`src/rtl/adc_fmt_pkg.sv`:
```
package adc_fmt_pkg;
    localparam int SMP_W  = 12;
    localparam int TRIM_W = 8;

    typedef struct packed {
        logic             vld;
        logic [SMP_W-1:0] word;
    } out_state_t;
endpackage

```
`src/rtl/adc_trim_sat.sv`:
```
module adc_trim_sat #(
    parameter int SMP_W  = 12,
    parameter int TRIM_W = 8
) (
    input  logic [SMP_W-1:0]  raw_ob,
    input  logic [TRIM_W-1:0] trim_s,
    output logic [SMP_W-1:0]  sat_ob
);
    localparam int SUM_W = SMP_W + 2;
    localparam logic signed [SUM_W-1:0] TOP_CODE = SUM_W'((1 << SMP_W) - 1);

    logic signed [SUM_W-1:0] raw_ext;
    logic signed [SUM_W-1:0] trim_ext;
    logic signed [SUM_W-1:0] sum_s;

    always_comb begin
        raw_ext  = signed'({2'b00, raw_ob});
        trim_ext = signed'({{(SUM_W-TRIM_W){trim_s[TRIM_W-1]}}, trim_s});
        sum_s    = raw_ext + trim_ext;
        if (sum_s < 0) begin
            sat_ob = '0;                       // lower clamp
        end else if (sum_s > TOP_CODE) begin
            sat_ob = '1;                       // upper clamp
        end else begin
            sat_ob = sum_s[SMP_W-1:0];
        end
    end
endmodule

```
`src/rtl/adc_code_map.sv`:
```
module adc_code_map #(
    parameter int SMP_W = 12
) (
    input  logic [SMP_W-1:0] sat_ob,
    input  logic             fmt_twos,
    input  logic             inv_en,
    output logic [SMP_W-1:0] fmt_word,
    output logic [SMP_W-1:0] coded
);
    always_comb begin
        fmt_word          = sat_ob;
        fmt_word[SMP_W-1] = sat_ob[SMP_W-1] ^ fmt_twos;
    end

    for (genvar b = 0; b < SMP_W; b++) begin : g_inv
        assign coded[b] = fmt_word[b] ^ inv_en;
    end
endmodule

```
`src/rtl/adc_fmt_stage.sv`:
```
module adc_fmt_stage
    import adc_fmt_pkg::*;
(
    input  logic              clk,
    input  logic              rst_n,
    input  logic              smp_valid,
    input  logic [SMP_W-1:0]  smp_raw,
    input  logic [TRIM_W-1:0] trim,
    input  logic              fmt_twos,
    input  logic              inv_en,
    output logic              out_valid,
    output logic [SMP_W-1:0]  out_word
);
    logic [SMP_W-1:0] sat_ob;
    logic [SMP_W-1:0] fmt_word;
    logic [SMP_W-1:0] coded;
    out_state_t       st_d, st_q;

    adc_trim_sat #(.SMP_W(SMP_W), .TRIM_W(TRIM_W)) u_sat (
        .raw_ob (smp_raw),
        .trim_s (trim),
        .sat_ob (sat_ob)
    );

    adc_code_map #(.SMP_W(SMP_W)) u_map (
        .sat_ob   (sat_ob),
        .fmt_twos (fmt_twos),
        .inv_en   (inv_en),
        .fmt_word (fmt_word),
        .coded    (coded)
    );

    always_comb begin
        st_d     = st_q;
        st_d.vld = smp_valid;
        if (smp_valid) begin
            st_d.word = coded;
        end
    end

    always_ff @(posedge clk) begin
        if (!rst_n) begin
            st_q <= '0;
        end else begin
            st_q <= st_d;
        end
    end

    assign out_valid = st_q.vld;
    assign out_word  = st_q.word;

    a_r2_valid_follows: assert property (@(posedge clk) disable iff (!rst_n)
        smp_valid |=> out_valid);
    a_r2_valid_drops: assert property (@(posedge clk) disable iff (!rst_n)
        !smp_valid |=> !out_valid);
    a_r8_word_holds: assert property (@(posedge clk) disable iff (!rst_n)
        !smp_valid |=> $stable(out_word));
    a_r4_trim_up_never_lower: assert property (@(posedge clk) disable iff (!rst_n)
        (smp_valid && !trim[TRIM_W-1]) |-> (sat_ob >= smp_raw));
    a_r5_trim_down_never_higher: assert property (@(posedge clk) disable iff (!rst_n)
        (smp_valid && trim[TRIM_W-1]) |-> (sat_ob <= smp_raw));
    a_r6_msb_flip: assert property (@(posedge clk) disable iff (!rst_n)
        (smp_valid && !inv_en) |=>
            (out_word[SMP_W-1] == ($past(sat_ob[SMP_W-1]) ^ $past(fmt_twos))));
    a_r7_full_invert: assert property (@(posedge clk) disable iff (!rst_n)
        (smp_valid && inv_en) |=> (out_word == ~$past(fmt_word)));
endmodule

```
`config.mk`:
```
export PLATFORM = sky130hd
export DESIGN_NAME = adc_fmt_stage
export DESIGN_NICKNAME = d
export VERILOG_FILES = /design/src/rtl/adc_fmt_pkg.sv /design/src/rtl/adc_trim_sat.sv /design/src/rtl/adc_code_map.sv /design/src/rtl/adc_fmt_stage.sv
export SDC_FILE = /design/constraint.sdc
export NUM_CORES = 1
export LEC_CHECK = 0
export BUFFER_PORTS_ARGS = -buffer_cell sky130_fd_sc_hd__buf_2
export CORE_ASPECT_RATIO = 1.25
export CORE_UTILIZATION = 53
export CTS_CLUSTER_SIZE = 12
export DETAILED_ROUTE_END_ITERATION = 8
export HOLD_SLACK_MARGIN = 0.05
export PLACE_DENSITY = 0.8
export SYNTH_ARGS = -nofsm -noshare
export SYNTH_HDL_FRONTEND = slang
export SYNTH_HIERARCHICAL = 1
export SYNTH_SLANG_ARGS = --single-unit
```
`constraint.sdc`:
```
create_clock -name clk -period 3.4 [get_ports clk]
set_clock_uncertainty 0.05 [all_clocks]
set_input_delay 0.17 -clock clk [delete_from_list [all_inputs] [get_ports clk]]
set_output_delay 0.17 -clock clk [all_outputs]
set_load 0.01 [all_outputs]
```
## Word level (Yosys, flattened, before mapping)

Index checks and enable logic that the tools add are counted.

- Register bits: 13
- Output and inout bits: 13
- Input bits: 25
- Logic and storage cells: 20

- $add $sub $neg: 1
- Order comparisons: 2
- Muxes and demuxes: 2
- Bitwise gates (word level): 13

Operators by type and width:

| kind | count |
|---|---|
| $mux 12 | 2 |
| $add 13x8->14 | 1 |
| $gt 14x13->1 const B | 1 |
| $lt 14x1->1 const B | 1 |
| $xor 1x1->1 | 13 |

## Depth between registers and ports, before layout

Gate-level depths: netlist of run 1.

- Word-level depth: 6
- Gate-level depth with buffers: 12
- Depth with buffers taken out: 12

## Hierarchy

The synthesis of run 1 kept the hierarchy.

Modules (own cells, without submodules):

| module | cells each | area each (um2) | instances |
|---|---|---|---|
| adc_trim_sat | 103 | 773.2 | 1 |
| adc_fmt_stage | 41 | 498.0 | 1 |
| adc_code_map | 25 | 222.7 | 1 |

## Least setup slack after synthesis of run 1

OpenSTA, ideal clock, no wires.

- Kind: input port to flip-flop
- From: input smp_raw[0]
- To: register st_q (netlist bit out_word[11])
- Arrival: 2.524 ns
- Setup slack: 0.710 ns
- Required time: 3.234 ns
- Stages: 12
- Library setup time: 0.116 ns
- Path through: ha_1 > inv_1 > fa_1 > and2b_1 > o31ai_2 > a31o_2 > a221oi_4 > xnor2_2 > a21oi_1 > xor3_1 > mux2i_1 > nor2b_1

- Word-level cells in the longest chain between the ends: 6
- Elaborated cells on any way between the ends: 7

Ends and longest elaborated chain:

| item | RTL line | RTL |
|---|---|---|
| from (decl) | adc_fmt_stage.sv:7 | `input logic [SMP_W-1:0] smp_raw,` |
| $add 13x8->14 (*) | adc_trim_sat.sv:19 | `sum_s = raw_ext + trim_ext;` |
| $gt 14x13->1 | adc_trim_sat.sv:22 | `end else if (sum_s > TOP_CODE) begin` |
| $mux 12 | adc_trim_sat.sv:22 |  |
| $mux 12 (*) | adc_trim_sat.sv:20 | `if (sum_s < 0) begin` |
| named net sat_ob[11] | adc_fmt_stage.sv:14 | `logic [SMP_W-1:0] sat_ob;` |
| $xor 1x1->1 (*) | adc_code_map.sv:12 | `fmt_word[SMP_W-1] = sat_ob[SMP_W-1] ^ fmt_twos;` |
| $xor 1x1->1 (*) | adc_code_map.sv:16 | `assign coded[b] = fmt_word[b] ^ inv_en;` |
| named net coded[11] | adc_fmt_stage.sv:16 | `logic [SMP_W-1:0] coded;` |
| to (signal assigned) | adc_fmt_stage.sv:45 | `st_q <= st_d;` |
| to (decl) | adc_fmt_stage.sv:17 | `out_state_t st_d, st_q;` |

Mark *: on every way through the listed nets, which the timed path passes. The rest lies on a longest branch.
A chain may end at the register's enable or synchronous reset.

## Final worst setup path of run 1

Ends and elaborated chain as after synthesis.

==> flow_summary.json, run 1 <==
{
  "hold_viol_final": 0,
  "grt_max_degree": 14,
  "worstSetupStartpointType": "primary input",
  "maxSlewHeadroom_pct": 67.7,
  "final_cells": 226,
  "finalCritPeriodShare_pct": 77.8,
  "max_stage_delay_ns": 0.39,
  "ant_nets": 0,
  "met2_usage_pct": 40.5,
  "overflow": 0,
  "max_freq_mhz": 378,
  "coreArea_sq_um": 2480,
  "power_density_nw_per_um2": 340,
  "setup_tns_ns": 0,
  "hp-class": "in -> reg",
  "vias_per_cell": 5.31,
  "dp_slack_ns": 0.457,
  "cp_top_family": "compound AO/OA/AOI/OAI gates",
  "cp_slowest_cell": "fa_1",
  "root_buffer": "clkbuf_4",
  "max-cap-violations": 0,
  "antenna_found_initial": 0,
  "syn_area_per_cell_sq_um": 8.93,
  "cp.arrival_ns": 2.76,
  "syn_nets": 196,
  "nNetsFinal": 233,
  "synth_area_sq_um": 1400,
  "grt_use_met3_pct": 2.74,
  "status": "finished, final reports clean",
  "initial_utilization_pct": 56.6,
  "wl_mm": 2.88,
  "tightest_slew_ns": 0.483,
  "cts_tree": "yes",
  "end_kind": "flop",
  "power.leakage_nw": 0.795,
  "whs_ns": 0.187,
  "path_max_fanout": 10,
  "die_x_um": 48.0,
  "clk_pin_slew_ns": 0.07,
  "max-vdd-ir-drop_mv": 0.291,
  "cts_buffers": 3,
  "crit_buf_inv": 2,
  "required_ns": 3.52,
  "holdBufCountCts": 0,
  "fp.dieArea_sq_um": 2860,
  "nFillCells": 215,
  "slew_violations": 0,
  "placementRows": 20,
  "dr.pass1.iters": 4,
  "drt_iter0_markers": 9,
  "post_cts_resized": 0,
  "clock_latency_ns": 0.27,
  "place_congestion": 0.919,
  "drive_gt1_share_pct": 28.0,
  "die_y_um": 59.5,
  "clockBufferDepth": 2,
  "port_buffers": 37,
  "postCtsSetupRepairBufs": 0,
  "wire_per_inst_um": 12.8,
  "regArea_sq_um": 260,
  "clkSinkCount": 13,
  "grt_pass1_wl_mm": 4.84,
  "postLayoutCoreUtil_pct": 64.6,
  "syn_to_final_growth_pct": 14.2,
  "io_pins": 38,
  "num_vias": 1201,
  "setup_slack_ns": 0.754,
  "drc": 0,
  "gr-usage-met1_pct": 27.7,
  "grt_busiest_layer": "met2",
  "antenna-diode-count": 0,
  "dpl.hpwl_mm": 2.39,
  "setup_violations": 0,
  "rsz0062_at_grt": "no",
  "dp_cells": 222,
  "synth_warnings": 6,
  "period_needed_ns": 2.65,
  "first_global_vias": 1149,
  "critical_path_class": "in -> reg",
  "htreeDepth": 1,
  "grt_usage_pct": 23.3,
  "cp_cell_sequence": "buf_2 -> ha_1 -> inv_1 -> fa_1 -> and2b_1 -> o31ai_2 -> a31o_2 -> a221oi_4 -> xnor2_2 -> a21oi_1 -> xor3_1 -> mux2i_1 -> nor2b_1",
  "multi_input_area_sq_um": 1050,
  "synth_cells": 157
}
==> cell type report <==
class / count / area share (%)
inverter: 9 / 2.11
timing repair buffer: 38 / 12.0
tap: 33 / 2.58
multi-input combinational: 129 / 65.4
clock buffer: 4 / 1.64
sequential: 13 / 16.2
==> metrics by stage <==
stage	total power, mW	instance area (sq um)
2_1_floorplan	0.388	1400
3_3_place_gp	0.447	1580
3_5_place_dp	0.454	1580
4_1_cts	0.551	1600
5_1_grt	0.590	1600
6_report	0.544	1600
==> routing by layer <==
layer | wire [um] | up-vias
met4 | 73 | 0
met2 | 1490 | 27
met3 | 71 | 6
li1 | - | 632
met5 | 0 | -
met1 | 1250 | 536
==> state kept, by name, summed over array words and instances, names as in the netlist <==
register   flops
out_word      12
out_valid      1
==> worst reg2reg max path, delay by kind of cell (launching register included) <==
family,cells,cell delay (ns)
muxes,1,0.15
DFF,1,0.32
and+or+nand+nor,1,0.07
==> power breakdown <==
part	switching (mW)	internal [mW]
clock network	0.0461	0.0455
logic	0.147	0.126
registers	0.00950	0.171
==> placed cells by master, fill, tap and decap left out, types with 4 or more instances in the layout <==
cell type / count
dfxtp_1: 13
o21ai_0: 6
nor2b_1: 12
nand2_1: 7
mux2i_1: 12
ha_1: 13
a21oi_1: 16
buf_2: 37
inv_1: 9
xor2_1: 14
nand3_1: 4
==> path summary, 6_finish.rpt <==
| path | startpoint | to | slack [ns] | cells past startpoint |
|---|---|---|---|---|
| max | smp_raw[0] | out_word[11] | 0.75 | 13 |
| min | rst_n | out_word[9] | 0.19 | 2 |
| max reg2reg | out_word[0] | out_word[0] | 2.70 | 2 |
| min reg2reg | out_word[9] | out_word[9] | 0.47 | 2 |
(Power assumes the default switching activity.)
==> run 2: changes to the inputs <==
Settings changed: CORE_UTILIZATION 53 to 48, PLACE_DENSITY 0.8 to 0.76.
Clock period 3.4 ns to 2.4 ns, I/O delays scaled along.
==> flow_summary.json, run 2 (synthesis gave the netlist of run 1 again) <==
{
  "cp_slowest_cell": "ha_1",
  "htreeDepth": 1,
  "max_stage_delay_ns": 0.29,
  "antenna_found_initial": 0,
  "largest_reg_flops": 12,
  "syn_to_final_growth_pct": 32.3,
  "max-vdd-ir-drop_mv": 0.421,
  "required_ns": 2.56,
  "fp.dieArea_sq_um": 3140,
  "rsz0062_at_grt": "yes",
  "top_layer": "met4",
  "worstSetupStartpointType": "primary input",
  "die_y_um": 62.4,
  "route.met2.wl_mm": 1.94,
  "power.leakage_nw": 0.910,
  "clock_latency_ns": 0.27,
  "coreArea_sq_um": 2730,
  "drive_gt1_share_pct": 39.5,
  "drt_iter0_markers": 15,
  "grt_max_degree": 14,
  "layout_commonest_cell": "buf_2",
  "status": "finished, final reports clean",
  "placementRows": 21,
  "setup_violations": 0,
  "maxSlewHeadroom_pct": 69.4,
  "clk_pin_slew_ns": 0.08,
  "hold_viol_final": 0,
  "vias_per_cell": 5.39,
  "overflow": 0,
  "place_congestion": 0.884,
  "path_max_fanout": 7,
  "finalCritPeriodShare_pct": 97.8,
  "nNetsFinal": 255,
  "tightest_slew_ns": 0.457,
  "postLayoutCoreUtil_pct": 67.9,
  "initial_utilization_pct": 51.3,
  "m1WireLength_mm": 1.41,
  "period_needed_ns": 2.35,
  "holdBufCountCts": 0,
  "cts_buffers": 3,
  "final_cell_mix": "buf_2, buf_4, xor2_1",
  "io_pins": 38,
  "critical_path_class": "in -> reg",
  "finalPower_uw": 873,
  "max-cap-violations": 0,
  "port_buffers": 37,
  "grt_usage_pct": 22.7,
  "rr_startpoint": "out_word[2]",
  "wire_per_inst_um": 14.2,
  "slew_violations": 0,
  "die_x_um": 50.4,
  "root_buffer": "clkbuf_4",
  "nFillCells": 241,
  "drc": 0,
  "end_kind": "flop",
  "num_vias": 1342,
  "ant_nets": 0,
  "clkSinkCount": 13,
  "cp_cell_sequence": "buf_2 -> buf_4 -> ha_1 -> a21o_1 -> and4_2 -> o211ai_1 -> o211ai_1 -> xor2_2 -> buf_4 -> a21oi_1 -> xor2_1 -> mux2i_1 -> nor2b_1",
  "min_from": "rst_n",
  "clockBufferDepth": 2,
  "dr.pass1.iters": 4,
  "dpl.hpwl_mm": 2.74,
  "dr_wl_met3_um": 83,
  "cp_top_family": "compound AO/OA/AOI/OAI gates",
  "wl_mm": 3.55,
  "antenna-diode-count": 0,
  "cts_tree": "yes",
  "cp.arrival_ns": 2.51,
  "max_freq_mhz": 426,
  "power_density_nw_per_um2": 471,
  "crit_start": "smp_raw[1]",
  "crit_buf_inv": 3,
  "hp-class": "in -> reg",
  "first_global_vias": 1369,
  "grt_pass1_wl_mm": 5.64
}
[run 2: stage by stage]
stage	area [sq um]	std cells	setup WS (ns)	hold slack, ns	setup TNS [ns]
after global routing	1860	249	-0.0441	0.139	-0.169
after detailed placement	1740	241	-0.328	0.427	-3.13
after CTS	1780	246	0.0169	0.120	0
after global placement	1740	241	-0.218	0.411	-2.17
after floorplan	1430	157	-0.0490	0.198	-0.0745
final	1860	249	0.0524	0.128	0
[run 2: area by class of cell]
type / instances / area (sq um) / area share (%)
multi-input cells: 130 / 1140 / 61.4
repair buffers: 59 / 354 / 19.1
clock buffers: 4 / 26.3 / 1.42
well taps: 34 / 42.5 / 2.29
flip-flops and latches: 13 / 260 / 14.0
inverters: 9 / 33.8 / 1.82
[run 2: timing repair]
item / CTS / global route
buffers inserted: 1 / 2
endpoints found under the hold margin: 0 / 0
pin swaps: 1 / 7
cloned: 0 / 1
setup endpoints to repair: 1 / 12
resized for setup: 0 / 10
[run 2: worst register-to-register path, cell delays in order, from the launching register on]
cell and delay (ns):
dfxtp_1 0.32, mux2i_1 0.14, nor2b_1 0.06
[run 2: power by group]
| part | total [mW] | leakage (nW) | switching (mW) | internal, mW |
|---|---|---|---|---|
| sequential | 0.255 | 0.107 | 0.0129 | 0.242 |
| clock | 0.134 | 0.0150 | 0.0698 | 0.0645 |
| combinational | 0.484 | 0.788 | 0.249 | 0.235 |
[run 2: routing by layer]
| layer | global-route usage (%) | up-vias |
|---|---|---|
| met3 | 0.973 | 11 |
| met1 | 25.8 | 625 |
| met2 | 42.2 | 28 |
| li1 | - | 678 |
| met4 | 10.1 | 0 |
| met5 | 0 | - |
[run 2: worst paths after layout]
kind / end / slack (ns) / depth (start not counted)
max reg2reg: out_word[2] / 1.73 / 2
min reg2reg: out_word[1] / 0.48 / 2
min: out_word[6] / 0.13 / 2
max: out_word[5] / 0.05 / 13
==> run 3: changes to the inputs <==
Settings changed: ABC_AREA from default to 1, CORE_UTILIZATION 48 to 55, PLACE_DENSITY 0.76 to 0.81.
Clock period 2.4 ns to 2.2 ns, I/O delays scaled along.
==> flow_summary.json, run 3 <==
{
  "cts_buffers": 3,
  "fp.dieArea_sq_um": 3080,
  "vias_per_cell": 4.77,
  "place_congestion": 0.918,
  "power.leakage_nw": 1.02,
  "setup_tns_ns": 0,
  "syn_to_final_growth_pct": 12.4,
  "status": "finished, final reports clean",
  "max_stage_delay_ns": 0.39,
  "initial_utilization_pct": 58.1,
  "final_cell_mix": "nand2_1, nor2_1, buf_2",
  "timing.rr.end": "out_word[11]",
  "crit_start": "smp_raw[0]",
  "drive_gt1_share_pct": 25.4,
  "post_cts_resized": 0,
  "worstSetupStartpointType": "primary input",
  "cp_top_family": "simple AND/OR/NAND/NOR gates",
  "synth_warnings": 6,
  "postLayoutCoreUtil_pct": 65.3,
  "ant_nets": 0,
  "dr.pass1.iters": 4,
  "synth_area_sq_um": 1570,
  "placed_cell_area_sq_um": 1720,
  "io_pins": 38,
  "nNetsFinal": 319,
  "max-vdd-ir-drop_mv": 0.281,
  "path_max_fanout": 12,
  "setup_slack_ns": 0.271,
  "required_ns": 2.37,
  "r2r_setup_slack_ns": 1.59,
  "drc": 0,
  "grt_usage_pct": 21.9,
  "crit_buf_inv": 5,
  "dp_cells": 309,
  "max_freq_mhz": 518,
  "nFillCells": 286,
  "placementRows": 21,
  "rsz0062_at_grt": "no",
  "grt_pass1_wl_mm": 5.24,
  "layout_commonest_cell": "nand2_1",
  "coreArea_sq_um": 2710,
  "critical_path_class": "in -> reg",
  "holdBufCountCts": 0,
  "clockBufferDepth": 2,
  "grt_max_degree": 26,
  "wl_mm": 2.93,
  "end_kind": "flop",
  "first_global_vias": 1384,
  "wire_per_inst_um": 9.35,
  "path_depth": 19,
  "port_buffers": 37,
  "clk_pin_slew_ns": 0.07,
  "root_buffer": "clkbuf_4",
  "htreeDepth": 1,
  "die_x_um": 49.8,
  "syn_nets": 282,
  "setup_violations": 0,
  "antenna-diode-count": 0,
  "rr_startpoint": "out_word[11]",
  "reg2regPathDepth": 2,
  "die_y_um": 61.8,
  "cp_slowest_cell": "fa_1",
  "slew_violations": 0,
  "postCtsSetupRepairBufs": 0,
  "finalPower_uw": 865,
  "power_density_nw_per_um2": 489,
  "hold_viol_final": 0,
  "whs_ns": 0.102,
  "maxSlewHeadroom_pct": 73.2,
  "drt_iter0_markers": 22,
  "clock_latency_ns": 0.28,
  "num_vias": 1493,
  "crit_end": "out_word[11]",
  "cp.arrival_ns": 2.10,
  "cts_tree": "yes",
  "final_cells": 313,
  "hp-class": "in -> reg",
  "dpl.hpwl_mm": 2.54,
  "design_area_sq_um": 1770,
  "antenna_found_initial": 0,
  "largest_reg_flops": 12,
  "overflow": 0,
  "max-cap-violations": 0,
  "synth_cells": 243,
  "cp_cell_sequence": "buf_2 -> ha_1 -> inv_1 -> fa_1 -> o21ai_2 -> nand3_1 -> inv_1 -> nor2_1 -> nand2_2 -> nand2_4 -> a21oi_4 -> inv_1 -> nand2_1 -> nand3_1 -> nand2_1 -> inv_1 -> nand2_1 -> nand2_1 -> nor2_1",
  "dp_slack_ns": -0.0648,
  "finalCritPeriodShare_pct": 87.7,
  "period_needed_ns": 1.93,
  "clkSinkCount": 13,
  "tightest_slew_ns": 0.402,
  "syn_area_per_cell_sq_um": 6.47
}
-- run 3: final cells by class --
class                   instances  area, sq um  share of cell area, %
inverters                      36          138                   7.78
flip-flops and latches         13          260                   14.7
well taps                      34         42.5                   2.41
repair buffers                 40          208                   11.7
multi-input cells             186         1090                   61.9
clock buffers                   4         26.3                   1.49
-- run 3: worst min-delay path by stage --
stage                     slack, ns            to  depth (start not counted)  start
after detailed placement       0.40   out_word[1]                          3  rst_n
after global placement         0.40   out_word[0]                          3  rst_n
final                          0.10   out_word[1]                          3  rst_n
after CTS                       0.1   out_word[1]                          3  rst_n
after floorplan                0.18  out_word[11]                          2  rst_n
after global routing           0.12   out_word[1]                          3  rst_n
-- run 3: worst register-to-register path, stage by stage, from the launching register on --
cell,delay [ns]
dfxtp_1,0.34
nor2_1,0.05
nor2_1,0.12
-- run 3: routing by layer --
metal | track usage [%] | vias up | routed length, um
met5 | 0 | - | 0
met4 | 15.5 | 0 | 91
met3 | 1.46 | 9 | 68
met2 | 44.4 | 33 | 1570
met1 | 21.4 | 634 | 1200
li1 | - | 817 | -
-- run 3: report_power, final --
part	total (mW)	leakage (nW)	internal, mW	switching [mW]
sequential	0.269	0.108	0.259	0.00966
combinational	0.451	0.897	0.182	0.269
clock	0.145	0.0150	0.0705	0.0750
